<file path="src/rtl/pdw_pkg.sv">
package pdw_pkg;

    typedef enum logic [1:0] {
        ST_IDLE   = 2'd0,
        ST_COUNT  = 2'd1,
        ST_REPORT = 2'd2
    } pdw_state_e;

endpackage

</file>
<file path="src/rtl/pdw_band.sv">
// Acceptance band: expected ones count from the code, widened by TOL and
// clamped to [0, WIN_LEN].
module pdw_band #(
    parameter int CODE_W  = 16,
    parameter int WIN_LEN = 512,
    parameter int TOL     = 10,
    parameter int CNT_W   = $clog2(WIN_LEN + 1)
) (
    input  logic [CODE_W-1:0] code,
    output logic [CNT_W-1:0]  lo_lim,
    output logic [CNT_W-1:0]  hi_lim
);
    localparam int PROD_W = CODE_W + CNT_W;

    logic [CNT_W-1:0] centre;
    logic [CNT_W:0]   upper_raw;

    always_comb begin
        centre    = CNT_W'((PROD_W'(code) * PROD_W'(WIN_LEN)) >> CODE_W);
        upper_raw = {1'b0, centre} + (CNT_W + 1)'(TOL);

        if (centre >= CNT_W'(TOL)) begin
            lo_lim = centre - CNT_W'(TOL);
        end else begin
            lo_lim = '0;
        end

        if (upper_raw > (CNT_W + 1)'(WIN_LEN)) begin
            hi_lim = CNT_W'(WIN_LEN);
        end else begin
            hi_lim = upper_raw[CNT_W-1:0];
        end
    end

endmodule

</file>
<file path="src/rtl/pdw_tally.sv">
// Sample index and ones counter for one measurement window.
module pdw_tally #(
    parameter int WIN_LEN = 512,
    parameter int CNT_W   = $clog2(WIN_LEN + 1)
) (
    input  logic             clk,
    input  logic             rst,
    input  logic             clear,
    input  logic             enable,
    input  logic             bit_in,
    output logic [CNT_W-1:0] ones,
    output logic             last
);
    localparam int IDX_W = (WIN_LEN > 1) ? $clog2(WIN_LEN) : 1;

    logic [IDX_W-1:0] idx;

    assign last = enable && (idx == IDX_W'(WIN_LEN - 1));

    always_ff @(posedge clk) begin
        if (rst || clear) begin
            idx  <= '0;
            ones <= '0;
        end else if (enable) begin
            idx  <= last ? '0 : idx + 1'b1;
            ones <= ones + CNT_W'(bit_in);
        end
    end

endmodule

</file>
<file path="src/rtl/pd_window_judge.sv">
module pd_window_judge
    import pdw_pkg::*;
#(
    parameter int CODE_W  = 16,
    parameter int WIN_LEN = 512,
    parameter int TOL     = 10,
    localparam int CNT_W  = $clog2(WIN_LEN + 1)
) (
    input  logic              clk,
    input  logic              rst,
    input  logic              stream_bit,
    input  logic [CODE_W-1:0] exp_code,
    input  logic              start,
    output logic [CNT_W-1:0]  ones_count,
    output logic              done,
    output logic              pass
);
    pdw_state_e        state_q;
    pdw_state_e        state_d;
    logic [CODE_W-1:0] code_q;
    logic              tally_clear;
    logic              tally_en;
    logic              tally_last;
    logic [CNT_W-1:0]  lo_lim;
    logic [CNT_W-1:0]  hi_lim;

    // Reference captured when a window opens.
    always_ff @(posedge clk) begin
        if (rst) begin
            code_q <= '0;
        end else if (state_q == ST_IDLE && start) begin
            code_q <= exp_code;
        end
    end

    // State register.
    always_ff @(posedge clk) begin
        if (rst) begin
            state_q <= ST_IDLE;
        end else begin
            state_q <= state_d;
        end
    end

    // Transitions.
    always_comb begin
        state_d = state_q;
        unique case (state_q)
            ST_IDLE:   if (start)      state_d = ST_COUNT;
            ST_COUNT:  if (tally_last) state_d = ST_REPORT;
            ST_REPORT:                 state_d = ST_IDLE;
            default:                   state_d = ST_IDLE;
        endcase
    end

    // Outputs and datapath controls.
    always_comb begin
        tally_clear = 1'b0;
        tally_en    = 1'b0;
        done        = 1'b0;
        pass        = 1'b0;
        unique case (state_q)
            ST_IDLE:   tally_clear = start;
            ST_COUNT:  tally_en    = 1'b1;
            ST_REPORT: begin
                done = 1'b1;
                pass = (ones_count >= lo_lim) && (ones_count <= hi_lim);
            end
            default: ;
        endcase
    end

    pdw_tally #(
        .WIN_LEN (WIN_LEN),
        .CNT_W   (CNT_W)
    ) u_tally (
        .clk    (clk),
        .rst    (rst),
        .clear  (tally_clear),
        .enable (tally_en),
        .bit_in (stream_bit),
        .ones   (ones_count),
        .last   (tally_last)
    );

    pdw_band #(
        .CODE_W  (CODE_W),
        .WIN_LEN (WIN_LEN),
        .TOL     (TOL),
        .CNT_W   (CNT_W)
    ) u_band (
        .code   (code_q),
        .lo_lim (lo_lim),
        .hi_lim (hi_lim)
    );

endmodule

</file>
<file path="config.mk">
export PLATFORM = sky130hd
export DESIGN_NAME = pd_window_judge
export DESIGN_NICKNAME = d
export VERILOG_FILES = /design/src/rtl/pdw_pkg.sv /design/src/rtl/pdw_band.sv /design/src/rtl/pdw_tally.sv /design/src/rtl/pd_window_judge.sv
export SDC_FILE = /design/constraint.sdc
export NUM_CORES = 1
export LEC_CHECK = 0
export BUFFER_PORTS_ARGS = -buffer_cell sky130_fd_sc_hd__buf_2
export CORE_MARGIN = 2
export CORE_UTILIZATION = 45
export DETAILED_ROUTE_END_ITERATION = 12
export GPL_TIMING_DRIVEN = 0
export PLACE_DENSITY = 0.67
export SYNTH_ARGS = -nofsm -noshare
export SYNTH_HDL_FRONTEND = slang
export SYNTH_HIERARCHICAL = 1
export SYNTH_SLANG_ARGS = --single-unit
export TNS_END_PERCENT = 100
</file>
<file path="constraint.sdc">
create_clock -name clk -period 8.69 [get_ports clk]
set_input_delay 1.738 -clock clk [delete_from_list [all_inputs] [get_ports clk]]
set_output_delay 1.738 -clock clk [all_outputs]
set_load 0.03 [all_outputs]
</file>
==> metrics.txt <==
CTS resizes 0; final cell count without fillers 367; CTS sink count 30; Setup crit end kind output port; Overflow after GRT 0; IO Port Bufs 24; Util after Layout 52.91%; CORE AREA 4692 µm²; global-route wire length before repair 8169 µm; Nets 359; final hold viol count 0; R2R Setup Slk 6900 ps; crit-path max FO 9; DIE AREA 5431 µm²; gpl congestion 0.8511; vias in the first global route 1756; Routed wire per std cell 13.08 µm; largest net degree at the start of global routing 11; number of post-CTS setup repair buffers 0; Longest Clk Path Bufs 2; num rows 25; Vias/cell 5.493; Worst EP required 6950 ps; Max Cap Viol 0; Reg clk slew, reported paths 70 ps; hold_ws 459.6 ps; critical path arrival 3280 ps; unrepaired setup endpoints after global routing no; area grow syn2layout 13.57%; clk_skew 7.450 ps; hold buffers post-CTS 0; Cell Pwr Density 139.8 nW/µm²; overall routing resource usage 19.52%; most frequent cells in the layout nand2_1, dfxtp_1, a21oi_1, ha_1, buf_2; Routed Wire Length 4801 µm; maximum VDD drop 180.1 µV; Slew Limit Fails 0; worst-margin pin slew 557.4 ps; Mapped Area 2186 µm²; die height 73.70 µm; share of layout cells above drive strength 1 14.06%; final setup fails 0; HP Class reg2reg; TritonRoute pass-1 iters 4; # IOs 32; initial antenna violation count 0; WHS Endpoint code_q[14]$_SDFFE_PP0P_; Fillers 469; CP Class reg2out; CTS buffer count 5; startpoint types flip-flop; reg2reg end u_tally/ones[8]$_SDFFE_PP0P_; final worst path period need 5020 ps; Avg Cell Area, Syn 7.779 µm²; Worst Hold Path Cells 2; H-Tree Depth 2; Max transition margin 62.76%; leakage 1.114 nW; setup TNS 0 ps; Skew-Pair Late Insertion Delay 280 ps; Syn Nets 328; starting density of the core 46.59%; vias 2016; Clock Tree Root clkbuf_8; hpwl dp 3660 µm; status finished, final reports clean; Fmax 199.2 MHz; r2r worst-path depth 4; Die Wd 73.70 µm; Inst Count DP 359; antenna-violating nets left 0; Post-Synthesis Cells 281; most common cell after layout, fill and taps aside nand2_1; r2r startpoint state_q[0]$_SDFFE_PP0P_; CTS tree yes; initial DRC count 131; HP Start code_q[14]$_SDFFE_PP0P_; # DRC 0; crit share post-route 57.77%; antenna cells 0; Yosys warning total 6
worst max-delay path by stage:
stage          slack [ps]  endpoint  cells past startpoint                   start
4_1_cts              3670      pass                     12  code_q[8]$_SDFFE_PP0P_
6_report             3670      pass                     12  code_q[8]$_SDFFE_PP0P_
5_1_grt              3490      pass                     11  code_q[8]$_SDFFE_PP0P_
3_5_place_dp         3980      pass                     12  code_q[8]$_SDFFE_PP0P_
3_3_place_gp         4000      pass                     12  code_q[8]$_SDFFE_PP0P_
2_1_floorplan        4150      pass                     11  code_q[8]$_SDFFE_PP0P_
per-layer routing:
layer / up-vias / global-route usage [%] / share of wire [%]
met4: 0 / 6.263 / 0.79
met1: 934 / 27.08 / 51
met5: - / 0 / 0
li1: 1046 / - / -
met2: 32 / 29.46 / 45
met3: 4 / 4.938 / 3.5
sequential cells by signal (all words and copies together) (netlist names):
signal,count
code_q,9
u_tally/idx,9
state_q,2
u_tally/ones,10
power by group:
group,internal (mW),switching [mW]
registers,0.141,0.00482
logic,0.0262,0.0359
clock network,0.0843,0.0548
layout make-up:
type	instances	area [µm²]	area share (%)
repair buffers	24	120.1	4.839
inverters	26	97.59	3.931
plain buffers	11	58.81	2.369
clock inverters	3	40.04	1.613
multi-input cells	214	1429	57.56
clock buffers	5	68.82	2.772
well taps	54	67.56	2.722
flip-flops and latches	30	600.6	24.19
critical path: stages (launching register included):
cell and delay, ps:
dfxtp_1 410, ha_1 290, or2_2 320, and4_1 200
clkbuf_1 140, nor2b_1 130, inv_1 50, ha_1 170
a21o_1 160, a21o_1 170, a2111o_1 420, a221oi_2 290
buf_2 240
stage by stage:
step | worst slack, ps | power (mW) | instance area (µm²)
finish | 3670 | 0.3471 | 2482
global route | 3491 | 0.3668 | 2482
CTS | 3666 | 0.3517 | 2482
detailed placement | 3980 | 0.2109 | 2374
global placement | 3996 | 0.2095 | 2374
floorplan | 4150 | 0.1954 | 2186
(Power assumes the default switching activity.)
